<file path="src/rtl/prom_rd_pkg.sv">
package prom_rd_pkg;
  typedef enum logic [1:0] {
    ST_IDLE   = 2'd0,
    ST_SETTLE = 2'd1,
    ST_WAIT   = 2'd2
  } rd_state_e;
endpackage

</file>
<file path="src/rtl/prom_wait_timer.sv">
module prom_wait_timer #(
  parameter int CNT_W = 3
) (
  input  logic             clk,
  input  logic             rst,
  input  logic             load,
  input  logic [CNT_W-1:0] load_val,
  output logic             zero
);
  logic [CNT_W-1:0] cnt_q;

  always_ff @(posedge clk) begin
    if (rst)              cnt_q <= '0;
    else if (load)        cnt_q <= load_val;
    else if (cnt_q != '0) cnt_q <= cnt_q - 1'b1;
  end

  assign zero = (cnt_q == '0);

  // the count only moves down while not reloaded
  p_count_down_r2: assert property (@(posedge clk) disable iff (rst)
    (!$past(load) && $past(cnt_q) != '0) |-> (cnt_q == $past(cnt_q) - 1'b1));
endmodule

</file>
<file path="src/rtl/prom_page_tracker.sv">
module prom_page_tracker #(
  parameter int TAG_W = 17
) (
  input  logic             clk,
  input  logic             rst,
  input  logic             open_set,
  input  logic             close,
  input  logic [TAG_W-1:0] set_tag,
  input  logic [TAG_W-1:0] cmp_tag,
  output logic             hit
);
  logic             open_q;
  logic [TAG_W-1:0] tag_q;

  always_ff @(posedge clk) begin
    if (rst || close) begin
      open_q <= 1'b0;
    end else if (open_set) begin
      open_q <= 1'b1;
      tag_q  <= set_tag;
    end
  end

  assign hit = open_q && (tag_q == cmp_tag);

  // a close always leaves no page open
  p_closed_after_release_r8: assert property (@(posedge clk) disable iff (rst)
    close |=> !hit);
endmodule

</file>
<file path="src/rtl/prom_page_reader.sv">
module prom_page_reader
  import prom_rd_pkg::*;
#(
  parameter int ADDR_W    = 20,
  parameter int DQ_W      = 16,
  parameter int PAGE_W    = 3,
  parameter int RAND_CYC  = 4,
  parameter int PAGE_CYC  = 2,
  parameter int FLOAT_CYC = 1,
  parameter int IDLE_CYC  = 16
) (
  input  logic              clk,
  input  logic              rst,
  input  logic              req_valid,
  input  logic [ADDR_W:0]   req_addr,
  input  logic              req_byte,
  output logic              req_ready,
  output logic              rsp_valid,
  output logic [DQ_W-1:0]   rsp_data,
  output logic              rom_ce_n,
  output logic              rom_oe_n,
  output logic              rom_byte_n,
  output logic [ADDR_W-1:0] rom_addr,
  output logic              rom_d15_o,
  output logic              rom_d15_oe,
  input  logic [DQ_W-1:0]   rom_dq_i
);
  localparam int LANE_W   = DQ_W / 2;
  localparam int TAG_W    = ADDR_W - PAGE_W;
  localparam int MAX_A    = (RAND_CYC > PAGE_CYC) ? RAND_CYC : PAGE_CYC;
  localparam int MAX_WAIT = (MAX_A > FLOAT_CYC) ? MAX_A : FLOAT_CYC;
  localparam int CNT_W    = $clog2(MAX_WAIT + 1);
  localparam int IDLE_W   = $clog2(IDLE_CYC + 1);

  rd_state_e          state_q;
  logic               mode_q;
  logic [IDLE_W-1:0]  idle_q;
  logic [ADDR_W-1:0]  word_addr;
  logic               accept, mode_chg, hit, ce_on, idle_expire;
  logic               t_load, t_zero, pg_set, pg_close;
  logic [CNT_W-1:0]   t_val;

  assign req_ready   = (state_q == ST_IDLE);
  assign accept      = req_valid && req_ready;
  assign word_addr   = req_byte ? req_addr[ADDR_W:1] : req_addr[ADDR_W-1:0];
  assign mode_chg    = (req_byte != mode_q);
  assign ce_on       = !rom_ce_n;
  assign idle_expire = req_ready && !accept && ce_on &&
                       (idle_q == IDLE_W'(IDLE_CYC - 1));
  assign pg_set      = (state_q == ST_WAIT) && t_zero;
  assign pg_close    = idle_expire || (accept && mode_chg);

  prom_page_tracker #(.TAG_W(TAG_W)) u_page (
    .clk      (clk),
    .rst      (rst),
    .open_set (pg_set),
    .close    (pg_close),
    .set_tag  (rom_addr[ADDR_W-1:PAGE_W]),
    .cmp_tag  (word_addr[ADDR_W-1:PAGE_W]),
    .hit      (hit)
  );

  always_comb begin
    t_load = 1'b0;
    t_val  = '0;
    case (state_q)
      ST_IDLE: if (accept) begin
        t_load = 1'b1;
        if (mode_chg)  t_val = CNT_W'(FLOAT_CYC - 1);
        else if (hit)  t_val = CNT_W'(PAGE_CYC - 1);
        else           t_val = CNT_W'(RAND_CYC - 1);
      end
      ST_SETTLE: if (t_zero) begin
        t_load = 1'b1;
        t_val  = CNT_W'(RAND_CYC - 1);
      end
      default: ;
    endcase
  end

  prom_wait_timer #(.CNT_W(CNT_W)) u_timer (
    .clk      (clk),
    .rst      (rst),
    .load     (t_load),
    .load_val (t_val),
    .zero     (t_zero)
  );

  always_ff @(posedge clk) begin
    if (rst) begin
      state_q    <= ST_IDLE;
      mode_q     <= 1'b0;
      idle_q     <= '0;
      rom_ce_n   <= 1'b1;
      rom_oe_n   <= 1'b1;
      rom_byte_n <= 1'b1;
      rom_addr   <= '0;
      rom_d15_o  <= 1'b0;
      rom_d15_oe <= 1'b0;
      rsp_valid  <= 1'b0;
      rsp_data   <= '0;
    end else begin
      rsp_valid <= 1'b0;
      case (state_q)
        ST_IDLE: begin
          if (accept) begin
            idle_q    <= '0;
            rom_addr  <= word_addr;
            rom_d15_o <= req_byte & req_addr[0];
            if (mode_chg) begin
              rom_ce_n   <= 1'b1;
              rom_oe_n   <= 1'b1;
              rom_d15_oe <= 1'b0;
              rom_byte_n <= !req_byte;
              mode_q     <= req_byte;
              state_q    <= ST_SETTLE;
            end else begin
              rom_ce_n <= 1'b0;
              rom_oe_n <= 1'b0;
              state_q  <= ST_WAIT;
            end
          end else if (idle_expire) begin
            rom_ce_n <= 1'b1;
            rom_oe_n <= 1'b1;
            idle_q   <= '0;
          end else if (ce_on) begin
            idle_q <= idle_q + 1'b1;
          end
        end
        ST_SETTLE: if (t_zero) begin
          rom_ce_n   <= 1'b0;
          rom_oe_n   <= 1'b0;
          rom_d15_oe <= mode_q;
          state_q    <= ST_WAIT;
        end
        ST_WAIT: if (t_zero) begin
          rsp_valid <= 1'b1;
          rsp_data  <= mode_q ? {{(DQ_W-LANE_W){1'b0}}, rom_dq_i[LANE_W-1:0]}
                              : rom_dq_i;
          state_q   <= ST_IDLE;
        end
        default: state_q <= ST_IDLE;
      endcase
    end
  end

  // data is captured only with both enables low
  p_rsp_enabled_r7: assert property (@(posedge clk) disable iff (rst)
    rsp_valid |-> (!rom_ce_n && !rom_oe_n));
  // one-cycle strobe
  p_rsp_pulse_r7: assert property (@(posedge clk) disable iff (rst)
    rsp_valid |=> !rsp_valid);
  // a response follows a busy cycle
  p_busy_before_rsp_r9: assert property (@(posedge clk) disable iff (rst)
    rsp_valid |-> $past(!req_ready));
  // address pins hold while a read is in flight
  p_addr_hold_r2: assert property (@(posedge clk) disable iff (rst)
    (!req_ready && $past(!req_ready)) |-> $stable(rom_addr));
  // shared pin is driven only in byte mode
  p_d15_byte_only_r5: assert property (@(posedge clk) disable iff (rst)
    rom_d15_oe |-> !rom_byte_n);
  // during the float gap the shared pin is released
  p_settle_released_r6: assert property (@(posedge clk) disable iff (rst)
    (!req_ready && rom_ce_n) |-> (!rom_d15_oe && rom_oe_n));
endmodule

</file>
<file path="config.mk">
export PLATFORM = sky130hd
export DESIGN_NAME = prom_page_reader
export DESIGN_NICKNAME = d
export VERILOG_FILES = /design/src/rtl/prom_rd_pkg.sv /design/src/rtl/prom_wait_timer.sv /design/src/rtl/prom_page_tracker.sv /design/src/rtl/prom_page_reader.sv
export SDC_FILE = /design/constraint.sdc
export NUM_CORES = 1
export LEC_CHECK = 0
export BUFFER_PORTS_ARGS = -buffer_cell sky130_fd_sc_hd__buf_2
export CAP_MARGIN = 15
export CORE_UTILIZATION = 56
export CTS_BUF_LIST = sky130_fd_sc_hd__clkbuf_16
export CTS_CLUSTER_DIAMETER = 100
export DETAILED_ROUTE_END_ITERATION = 10
export PLACE_DENSITY = 0.84
export SLEW_MARGIN = 20
export SYNTH_ARGS = -nofsm -noshare
export SYNTH_HDL_FRONTEND = slang
export SYNTH_SLANG_ARGS = --single-unit
</file>
<file path="constraint.sdc">
create_clock -name clk -period 5.86 [get_ports clk]
set_input_delay 0.586 -clock clk [delete_from_list [all_inputs] [get_ports clk]]
set_output_delay 0.586 -clock clk [all_outputs]
set_load 0.02 [all_outputs]
</file>
# Yosys cells after proc, flatten, opt, wreduce, memory -nomap -nowiden
# Cells that the tools add are included.
[totals]
register_bits = 70
inputBits = 41
output_inout_bits = 43
elab_cells = 84
[classes]
addsub = 2
n_eq_ne = 11
mux = 29
bitwise_logic = 3
reduce_logical = 26
[ops]
columns = ["cell", "n"]
rows = [
  ["20-bit 2-to-1 mux", 1],
  ["17-bit == test", 1],
  ["16-bit 2-to-1 mux", 1],
  ["2-bit 2-to-1 mux", 8],
  ["5-bit 2-to-1 mux", 3],
  ["1-bit 2-to-1 mux", 9],
  ["3-bit AND reduction", 3],
  ["2-bit AND reduction", 4],
  ["1-bit logical AND", 7],
  ["3-bit 2-to-1 mux", 2],
  ["3-bit by 1-bit inequality test with 1-bit output, second input constant", 2],
  ["1-bit one-hot mux with 2 select lines", 3],
  ["2-bit one-hot mux with 3 select lines", 1],
  ["5-bit by 1-bit adder with 5-bit output, second input constant", 1],
  ["5-bit by 4-bit == test with 1-bit output, second input constant", 1],
  ["2-bit by 1-bit inequality test with 1-bit output, second input constant", 2],
  ["2-bit inequality test, second input constant", 2],
  ["2-bit one-hot mux with 2 select lines", 1],
  ["4-bit AND reduction", 1],
  ["2-bit nonzero test", 2],
  ["1-bit logical NOT", 3],
  ["3-bit logical NOT", 1],
  ["3-bit nonzero test", 1],
  ["3-bit by 1-bit subtractor with 3-bit output, second input constant", 1],
  ["other kinds (8)", 10],
]

# Logic depth before layout (Yosys ltp)
# Gate-level depths: netlist of the first run.
[depth]
depth_word = 10
mapped_depth = 8
ltp_nobuf = 7

# Cells and area by module
# Synthesis of the first run repeated with hierarchy kept, for this count alone.
[hier_totals]
hier_cells = 323
hier_area_um2 = 3173.0
[by_module_without_submodules]
columns = ["module", "instances", "cells_each", "area_each_um2", "seq_area_each_um2"]
rows = [
  ["prom_page_reader", 1, 257, 2228.4, 980.9],
  ["prom_page_tracker", 1, 44, 738.2, 530.5],
  ["prom_wait_timer", 1, 22, 206.4, 60.1],
]

# Worst setup path after synthesis of the first run
# OpenSTA, ideal clock, no wires.
[synth_timing]
path_kind = "register to register"
from = "register u_timer.cnt_q[0]"
to = "register u_page.tag_q[0], enable pin"
setup_ns = 0.390
arrival_time_ns = 1.987
t_required_ns = 5.470
setup_slack_ns = 3.483
stages_incl_launch_ff = 7
path_buffers = 1
synth_period_minus_slack_ns = 2.377
cell_sequence = "dfxtp_1 inv_1 ha_1 nor2b_1 nand2_1 clkbuf_1 nor2_1"
[synth_via]
elab_chain_len = 3
[synth_rtl]
columns = ["item", "line", "rtl"]
rows = [
  ["start: declaration", "prom_wait_timer.sv:10", "logic [CNT_W-1:0] cnt_q;"],
  ["start signal: assignment", "prom_wait_timer.sv:14", "else if (load) cnt_q <= load_val;"],
  ["start signal: assignment", "prom_wait_timer.sv:15", "else if (cnt_q != '0) cnt_q <= cnt_q - 1'b1;"],
  ["3-bit logical NOT", "prom_wait_timer.sv:18", "assign zero = (cnt_q == '0);"],
  ["1-bit logical AND", "prom_page_reader.sv:50", "assign pg_set = (state_q == ST_WAIT) && t_zero;"],
  ["2-bit AND reduction (no line)", "-", ""],
  ["end signal: assignment", "prom_page_tracker.sv:20", "tag_q <= set_tag;"],
  ["end: declaration", "prom_page_tracker.sv:13", "logic [TAG_W-1:0] tag_q;"],
]
# No other way between the ends.
# A chain may end at the register's enable or synchronous reset.

# Worst setup path in the final report of the first run
[layout_timing]
from = "input req_byte"
to = "register u_timer.cnt_q[1]"
[layout_via]
elab_chain_len = 8
word_cells_on_any_way = 9
cone_classes = "eq/ne (2); mux (6); reduce/logical (1)"
[layout_rtl]
columns = ["item", "line", "rtl"]
rows = [
  ["start: declaration", "prom_page_reader.sv:16", "input logic req_byte,"],
  ["20-bit 2-to-1 mux", "prom_page_reader.sv:45", "assign word_addr = req_byte ? req_addr[ADDR_W:1] : req_addr[ADDR_W-1:0];"],
  ["17-bit == test", "prom_page_tracker.sv:24", "assign hit = open_q && (tag_q == cmp_tag);"],
  ["1-bit logical AND", "prom_page_tracker.sv:24", ""],
  ["2-bit 2-to-1 mux", "prom_page_reader.sv:70", "else if (hit) t_val = CNT_W'(PAGE_CYC - 1);"],
  ["2-bit 2-to-1 mux *", "prom_page_reader.sv:69", "if (mode_chg) t_val = CNT_W'(FLOAT_CYC - 1);"],
  ["2-bit 2-to-1 mux *", "prom_page_reader.sv:67", "ST_IDLE: if (accept) begin"],
  ["2-bit one-hot mux with 2 select lines *", "prom_page_reader.sv:66", "case (state_q)"],
  ["3-bit 2-to-1 mux *", "prom_wait_timer.sv:14", ""],
]
# Every way passes the cells marked *; elsewhere a longest branch is shown, timed or not.

==> impl_metrics.json, run 1 <==
{
  "crit_fanout": 31,
  "dr_total_vias": 2657,
  "critical-path-top-delay-family": "buffers and inverters",
  "rsz0062_at_grt": "false",
  "cts_num_sinks": 70,
  "core_area_sq_um": 5473,
  "dieArea_sq_um": 5974,
  "cp_slowest_cell": "buf_2",
  "p_per_area_nw_per_um2": 373.7,
  "netlist_area_sq_um": 3174,
  "yosys.area.top_type_share": 0.3343,
  "synth.avg_cell_area_sq_um": 9.737,
  "synth_xor_xnor_area_share": 0.06346,
  "cts_root_buf": "clkbuf_16",
  "dieWidth_um": 77.29,
  "crit_cells": 6,
  "synth-seq-cells": 70,
  "antenna_cells": 0,
  "yosys_warnings": 0,
  "fin_worst_skew_ns": 0.005588,
  "dr.first_iter.drc_count": 202,
  "final.fill_count": 422,
  "slew_violations": 0,
  "num_io_pins": 84,
  "route.detailed.drc": 0,
  "r2r_slack_ns": 3.68,
  "startpoint_type": "input port",
  "relSlewSlack": 0.3465,
  "worstSetupPathType": "in2reg",
  "endpoint_kind": "flip-flop",
  "antenna_left": 0,
  "arrival_ns": 2.47,
  "grt_max_degree": 54,
  "min_path_cells": 2,
  "synthMuxAreaShare": 0.07883,
  "yosysTopAreaCell": "dfxtp_1",
  "critPathRequiredTime_ns": 6.07,
  "drive_gt1_frac": 0.2488,
  "power.leakage_nw": 1.666,
  "ff2ff_path_depth": 6,
  "r2r-end": "u_page.tag_q[7]",
  "maxCapViolations": 0,
  "cts_buffer_depth": 2,
  "synth_fa_ha_area_frac": 0.01182,
  "synth_top_family_by_area": "compound AO/OA/AOI/OAI gates",
  "htree_levels": 3,
  "synthSimpleGateAreaFrac": 0.1518,
  "grt-ovfl-total": 0,
  "netlist_instances": 326,
  "die_h_um": 77.29,
  "critPathBufInv": 1,
  "max_freq_mhz": 441.2,
  "path_cells": "buf_2 > mux2i_1 > xor2_1 > nand4_1 > a2111oi_4 > a21oi_1",
  "final-setup-viol-count": 0,
  "ys_types": 42,
  "hold_class": "reg2reg",
  "worstMarginPinSlew_ns": 0.9803,
  "nNetsFinal": 445,
  "clkTransAtPathRegs_ns": 0.05,
  "cpPeakStageDelay_ns": 0.64,
  "routed_via_density": 5.559,
  "synth_area_leaders": "dfxtp_1 33%, edfxtp_1 16%, mux2i_1 7.9%",
  "layout_common_cells": "83 x buf_2, 53 x dfxtp_1, 40 x nand2_1",
  "synth_compound_area_frac": 0.1545,
  "portBuffers": 83,
  "ir_worst_vdd_v": 0.0003721,
  "post_cts_buffers": 0,
  "numCtsBuffers": 9,
  "routed_wirelength_um": 7183,
  "grt_antenna_before_repair": 0,
  "grt_pass1_wl_um": 11830,
  "grt_pass1_vias": 2501,
  "fin_crit_sh": 0.3868,
  "post_drt_wl_per_cell_um": 15.03,
  "dr.pass1.iters": 4,
  "rr_startpoint": "u_timer.cnt_q[0]",
  "layout_commonest_cell": "buf_2",
  "dp_hpwl_um": 4821,
  "startpoint": "req_byte",
  "syn_to_final_growth_pct": 22.70,
  "cts_resized": 0,
  "status": "finished, final reports clean",
  "clk_latency_ns": 0.33,
  "grt_usage": 0.2557,
  "cts_hold_buffers": 0,
  "gp_congestion": 0.8440,
  "start_util": 0.5800,
  "cts_tree": "built",
  "setup_tns_ns": 0,
  "hold_violations": 0,
  "cp-endpoint": "u_timer.cnt_q[1]",
  "mappedNetlistNets": 370,
  "rows": 27,
  "fin_crit_ns": 2.266,
  "yosysSeqAreaShare": 0.4951,
  "fin_hold_ws_ns": 0.4502
}
flip-flops by register name (all words and copies together), names as in the netlist:
register	count
u_page.open_q	1
rsp_data	16
rom_d15_o	1
rom_d15_oe	1
mode_q	1
rom_byte_n	1
rom_addr	20
rsp_valid	1
state_q	2
idle_q	5
rom_oe_n	1
u_timer.cnt_q	3
u_page.tag_q	17
Yosys cell counts (all sizes together):
| master | count |
|---|---|
| and2 | 1 |
| or4 | 3 |
| edfxtp | 17 |
| o21bai | 3 |
| a41o | 1 |
| a21oi | 27 |
| inv | 9 |
| a211oi | 21 |
| nor2 | 33 |
| o211ai | 2 |
| o21ai | 4 |
| a221o | 1 |
| a31oi | 2 |
| dfxtp | 53 |
| or3 | 1 |
| nor2b | 3 |
| nand4 | 1 |
| xor2 | 15 |
| xnor2 | 8 |
| a41oi | 1 |
| nor4 | 2 |
| o31ai | 1 |
| nand3 | 4 |
| nand3b | 9 |
| o221ai | 3 |
| mux2i | 25 |
| and3 | 1 |
| o21a | 2 |
| buf | 12 |
| nor3 | 2 |
| nand2 | 40 |
| clkbuf | 9 |
| a2111oi | 1 |
| nand2b | 3 |
| nand4b | 1 |
| a21o | 1 |
| ha | 3 |
| a22oi | 1 |
worst register-to-register path, cell delays in order (launching register included):
cell	delay [ns]
dfxtp_1	0.32
inv_1	0.08
ha_1	0.16
nor2b_1	0.35
nand2_1	0.47
nor2_1	0.21
buf_4	0.28
kinds of logic (layout without fill, tap and decap cells):
family,after synthesis,after routing
AO/OA/AOI/OAI,71,71
XOR/XNOR,23,23
adder cells (fa/ha/maj),3,3
buffers and inverters,30,110
flip-flops,70,70
multiplexers,25,25
AND/OR/NAND/NOR,104,104
cell type report:
class                      instances  area, sq um  share of cell area
timing repair buffer              85        430.4              0.1105
sequential                        70         1572              0.4035
multi-input combinational        226         1464              0.3758
clock inverter                     7        80.08             0.02056
tap                               72        90.09             0.02313
clock buffer                       9        225.2             0.05782
inverter                           9        33.78            0.008673
power breakdown:
part / switching [W] / internal (W)
registers: 0.0000384 / 0.000551
clock network: 0.000193 / 0.000366
logic: 0.000196 / 0.000112
per-stage QoR:
stage               utilization  total power [W]  cells  cell area [sq um]  setup slack (ns)
detailed placement       0.6559        0.0009037    462               3590             3.290
finish                   0.7117         0.001456    478               3895             3.594
global route             0.7117         0.001522    478               3895             3.473
floorplan                     -        0.0008119    326               3174             3.483
global placement         0.6559        0.0008922    462               3590             3.347
CTS                      0.7117         0.001460    478               3895             3.594
how the worst min path moves through the flow:
stage,endpoint,from,slack (ns)
2_1_floorplan,u_page.open_q,u_page.open_q,0.44
3_3_place_gp,u_page.tag_q[1],rom_addr[4],0.44
3_5_place_dp,u_page.tag_q[4],rom_addr[7],0.44
4_1_cts,rsp_data[9],rsp_data[9],0.45
5_1_grt,u_page.tag_q[3],rom_addr[6],0.47
6_report,rsp_data[9],rsp_data[9],0.45
layer usage:
layer | part of all wire | global-route usage
met5 | 0 | 0
met4 | 0.024 | 0.1189
met3 | 0.037 | 0.04405
met2 | 0.50 | 0.4133
met1 | 0.44 | 0.3323
Power figures use the tool's default switching activity.
==> run 2: changes to the inputs <==
- CORE_UTILIZATION: 56 -> 52
- PLACE_DENSITY: 0.84 -> 0.79
- clock period: 5.86 -> 2.14 ns (I/O delays scaled with it)
==> run 2 against run 1 <==
  * Sequential power rose to 2.7 times the previous value
  * First-iteration DRC count rose by 19%
  * Critical path depth fell by 1
  * Critical endpoint unchanged
  * Clock-buffer cell count rose by 1
  * Flip-flop and latch count did not move
  * Clock power rose to 2.6 times the previous value
  * Register-to-register slack got worse by 3.4 ns
  * Non-clock buffer count rose by 8
  * Cell count rose by 2.3%
==> impl_metrics.json, run 2 (synthesis results as in run 1) <==
{
  "cts_tree": "built",
  "arrival_ns": 2.02,
  "start_util": 0.5361,
  "status": "finished, final reports clean",
  "cts_num_sinks": 70,
  "cts_buffer_depth": 2,
  "hp-start": "rom_dq_i[4]",
  "grt-ovfl-total": 0,
  "layout_common_cells": "83 x buf_2, 53 x dfxtp_1, 40 x nand2_1",
  "routed_wirelength_um": 7384,
  "grt_antenna_before_repair": 0,
  "route.detailed.drc": 0,
  "startpoint_type": "flip-flop",
  "cts_resized": 0,
  "whs_endpoint": "rsp_data[4]",
  "grt_pass1_vias": 2531,
  "layout_commonest_cell": "buf_2",
  "cts_root_buf": "clkbuf_16",
  "die_h_um": 80.13,
  "p_per_area_nw_per_um2": 1000,
  "crit_fanout": 2,
  "numCtsBuffers": 9,
  "syn_to_final_growth_pct": 24.64,
  "fin_crit_ns": 1.817,
  "antenna_cells": 0,
  "grt_usage": 0.2499,
  "relSlewSlack": 0.6762,
  "post_cts_buffers": 0,
  "grt_max_degree": 27,
  "ff2ff_path_depth": 5,
  "dr.first_iter.drc_count": 240,
  "worstSetupPathType": "reg2reg",
  "cts_hold_buffers": 0,
  "clk_latency_ns": 0.32,
  "biggestRegsByFlops": "rom_addr: 20 flops, u_page.tag_q: 17 flops, rsp_data: 16 flops",
  "place_area_sq_um": 3656,
  "fin_crit_sh": 0.8489,
  "gp_congestion": 0.8267,
  "endpoint_kind": "flip-flop",
  "fin_worst_skew_ns": 0.005432,
  "multi_input_area_sq_um": 1466,
  "rsz0062_at_grt": "false",
  "rr_startpoint": "u_page.tag_q[1]",
  "dr.pass1.iters": 4,
  "largest_reg_flops": 20,
  "max_flop_register": "rom_addr",
  "critPathRequiredTime_ns": 2.34,
  "r2r_slack_ns": 0.32,
  "dieWidth_um": 80.13,
  "post_drt_wl_per_cell_um": 15.10,
  "slew_violations": 0,
  "hold_class": "in2reg",
  "htree_levels": 3,
  "dp_hpwl_um": 5117,
  "ir_worst_vdd_v": 0.0005220,
  "worstMarginPinSlew_ns": 0.4856,
  "maxCapViolations": 0,
  "final-seq-area_sq_um": 1572,
  "clkTransAtPathRegs_ns": 0.05,
  "max_freq_mhz": 550.5,
  "drive_gt1_frac": 0.2657,
  "r2r-end": "u_timer.cnt_q[1]",
  "min_path_cells": 3,
  "setup_tns_ns": 0,
  "rows": 28,
  "dr_total_vias": 2607,
  "portBuffers": 83,
  "routed_via_density": 5.331,
  "core_area_sq_um": 5921,
  "final_area_sq_um": 3956,
  "num_io_pins": 84,
  "final-setup-viol-count": 0,
  "dieArea_sq_um": 6421,
  "antenna_left": 0,
  "nNetsFinal": 453,
  "power.leakage_nw": 1.703,
  "hold_violations": 0,
  "final.fill_count": 491,
  "grt_pass1_wl_um": 12210
}
[run 2: routing by layer]
metal / share of wire / routed length (um) / vias up / global-route usage
met3: 0.033 / 247 / 10 / 0.04091
met2: 0.49 / 3595 / 55 / 0.4000
met5: 0 / 0 / - / 0
met4: 0.013 / 97 / 0 / 0.09107
li1: - / - / 1311 / -
met1: 0.47 / 3443 / 1231 / 0.3403
[run 2: worst max-delay path by stage]
stage	startpoint	endpoint
CTS	u_page.tag_q[1]	u_timer.cnt_q[1]
global placement	req_byte	u_timer.cnt_q[1]
detailed placement	req_byte	u_timer.cnt_q[1]
floorplan	u_timer.cnt_q[0]	u_page.tag_q[0]
global route	u_timer.cnt_q[0]	u_page.tag_q[12]
finish	u_page.tag_q[1]	u_timer.cnt_q[1]
[run 2: power by group]
| group | internal, W | total, W | leakage (nW) | switching, W |
|---|---|---|---|---|
| logic | 0.000324 | 0.000877 | 0.961 | 0.000552 |
| clock network | 0.000954 | 0.00147 | 0.151 | 0.000517 |
| registers | 0.00151 | 0.00161 | 0.591 | 0.000101 |
| total | 0.00279 | 0.00396 | 1.70 | 0.00117 |
[run 2: critical path, stage by stage (launching register included)]
cell       delay, ns
edfxtp_1        0.42
xnor2_1         0.17
o221ai_1        0.14
or4_1           0.57
a2111oi_4       0.30
a21oi_1         0.10
[run 2: final cells by class]
type | count | area share
Inverter | 9 | 0.008539
Multi-Input combinational cell | 226 | 0.3707
Timing Repair Buffer | 93 | 0.1240
Clock buffer | 10 | 0.06325
Clock inverter | 6 | 0.01265
Sequential cell | 70 | 0.3972
Tap cell | 75 | 0.02372
[run 2: per-stage QoR]
step | utilization | hold slack, ns | total power (W) | setup WS (ns) | std cells
3_5_place_dp | 0.6175 | 0.4436 | 0.002499 | 0.2526 | 473
5_1_grt | 0.6682 | 0.1327 | 0.004151 | 0.2105 | 489
2_1_floorplan | - | 0.3500 | 0.002224 | 0.03491 | 326
4_1_cts | 0.6682 | 0.1239 | 0.003972 | 0.3170 | 489
6_report | 0.6682 | 0.1305 | 0.003956 | 0.3233 | 489
3_3_place_gp | 0.6175 | 0.4357 | 0.002474 | 0.3125 | 473
==> run 3: changes to the inputs <==
- clock period: 2.14 -> 1.8 ns (I/O delays scaled with it)
==> run 3 against run 2 <==
  * The run now ends with setup timing left
  * Non-clock buffer count rose by 6
  * Routed wire length rose by 0.96%
  * Critical path depth unchanged
  * Global-route usage shrank 0.63 points
  * Hold slack worse by 0.043 ns
==> impl_metrics.json, run 3 (synthesis results as in run 1) <==
{
  "status": "finished with violations",
  "violations": "setup timing",
  "syn_to_final_growth_pct": 27.08,
  "r2r-end": "u_timer.cnt_q[1]",
  "path_cells": "xnor2_1 > o221ai_1 > or4_4 > a2111oi_4 > a21oi_1",
  "fin_crit_ns": 1.811,
  "maxCapViolations": 0,
  "worstMarginPinSlew_ns": 0.5117,
  "critical-path-top-delay-family": "compound AO/OA/AOI/OAI gates",
  "p_per_area_nw_per_um2": 1166,
  "routed_via_density": 5.352,
  "dr.first_iter.drc_count": 155,
  "max_flop_register": "rom_addr",
  "slew_violations": 0,
  "grt_max_degree": 47,
  "relSlewSlack": 0.6589,
  "num_io_pins": 84,
  "layout_common_cells": "83 x buf_2, 53 x dfxtp_1, 39 x nand2_1",
  "dr.pass1.iters": 4,
  "dp_cells": 478,
  "drive_gt1_frac": 0.2857,
  "grt_usage": 0.2437,
  "place_ws_ns": -0.01987,
  "cts_tree": "built",
  "cts_num_sinks": 70,
  "ir_worst_vdd_v": 0.0006862,
  "critPathRequiredTime_ns": 2.01,
  "nNetsFinal": 459,
  "hold_violations": 0,
  "fin_hold_ws_ns": 0.08758,
  "start_util": 0.5361,
  "dieWidth_um": 80.13,
  "die_h_um": 80.13,
  "worstSetupPathType": "reg2reg",
  "ff2ff_path_depth": 5,
  "stdcell_count": 495,
  "fin_worst_skew_ns": 0.006050,
  "largest_reg_flops": 20,
  "rr_startpoint": "u_page.tag_q[0]",
  "routed_wirelength_um": 7455,
  "max_freq_mhz": 552.2,
  "gp_congestion": 0.8089,
  "clkTransAtPathRegs_ns": 0.06,
  "dp_hpwl_um": 5171,
  "biggestRegsByFlops": "rom_addr: 20 flops, u_page.tag_q: 17 flops, rsp_data: 16 flops",
  "htree_levels": 3,
  "hold_class": "in2reg",
  "cts_root_buf": "clkbuf_16",
  "startpoint_type": "flip-flop",
  "portBuffers": 83,
  "endpoint_kind": "flip-flop",
  "core_area_sq_um": 5921,
  "antenna_cells": 0,
  "clk_latency_ns": 0.33,
  "final-setup-viol-count": 1,
  "critPathBufInv": 0,
  "grt_pass1_wl_um": 11720,
  "whs_endpoint": "rsp_data[5]",
  "dr_total_vias": 2649,
  "power.leakage_nw": 1.740,
  "setup_tns_ns": -0.01103,
  "cts_buffer_depth": 2,
  "dieArea_sq_um": 6421,
  "fin_crit_sh": 1.006,
  "grt_pass1_vias": 2496,
  "rows": 28,
  "post_drt_wl_per_cell_um": 15.06,
  "grt_antenna_before_repair": 0,
  "rsz0062_at_grt": "true",
  "layout_commonest_cell": "buf_2",
  "final.setup.worst_slack_ns": -0.01103,
  "arrival_ns": 2.02,
  "crit_fanout": 2,
  "cp_slowest_cell": "or4_4",
  "cts_hold_buffers": 0,
  "antenna_left": 0,
  "hp-start": "rom_dq_i[5]",
  "numCtsBuffers": 9,
  "grt-ovfl-total": 0,
  "r2r_slack_ns": -0.01,
  "post-route-util": 0.6813,
  "min_path_cells": 3,
  "cpPeakStageDelay_ns": 0.54,
  "route.detailed.drc": 0
}
## run 3: cell types whose count changed in the layout (fill, tap and decap cells not counted), sizes merged
cell,change
clkinv,+1
buf,+6
clkbuf,-1
## run 3: worst max-delay path by stage
stage | start | end | slack [ns] | cells after the start
4_1_cts | u_page.tag_q[0] | u_timer.cnt_q[1] | -0.02 | 5
3_3_place_gp | u_page.tag_q[0] | u_timer.cnt_q[1] | 0.01 | 5
3_5_place_dp | u_page.tag_q[0] | u_timer.cnt_q[1] | -0.02 | 5
2_1_floorplan | u_timer.cnt_q[0] | u_page.tag_q[0] | 0.05 | 6
5_1_grt | u_page.tag_q[0] | u_timer.cnt_q[1] | -0.08 | 5
6_report | u_page.tag_q[0] | u_timer.cnt_q[1] | -0.01 | 5
## run 3: worst reg2reg max path, delay by kind of cell (launching register included)
family                    cells  cell delay (ns)
xor gates and xnor gates      1             0.15
AOI/OAI and AO/OA             3             0.61
DFF                           1             0.39
and+or+nand+nor               1             0.54
## run 3: what timing repair did
action                                  CTS  global route
endpoints found under the setup margin    1             1
pin swaps                                 0             0
resized for setup                         0             1
endpoints found under the hold margin     0             0
setup buffers                             1             0
cloned                                    0             0
## run 3: power by group
group          switching [W]  leakage [nW]  internal [W]
Clock               0.000636         0.145       0.00105
Sequential          0.000122         0.591       0.00179
Combinational       0.000668          1.00      0.000437
Total                0.00143          1.74       0.00328
## run 3: cell type report
| class | count | area [sq um] |
|---|---|---|
| flip-flops and latches | 70 | 1572 |
| fillers | 464 | 1887 |
| repair buffers | 99 | 573.1 |
| well taps | 75 | 93.84 |
| multi-input cells | 226 | 1480 |
| clock inverters | 7 | 56.30 |
| clock buffers | 9 | 225.2 |
| inverters | 9 | 33.78 |
## run 3: through the flow
stage,area (sq um),total power (W)
CTS,4030,0.004723
detailed placement,3741,0.003034
floorplan,3188,0.002656
finish,4034,0.004704
global route,4034,0.004913
global placement,3741,0.003003
## run 3: metal layers
layer  wire length (um)  GRT usage  vias to the layer above  part of all wire
met4                134     0.1214                        0             0.018
met5                  0          0                        -                 0
li1                   -          -                     1330                 -
met2               3708     0.3949                       60              0.50
met3                263    0.04205                       10             0.035
met1               3349     0.3123                     1249              0.45
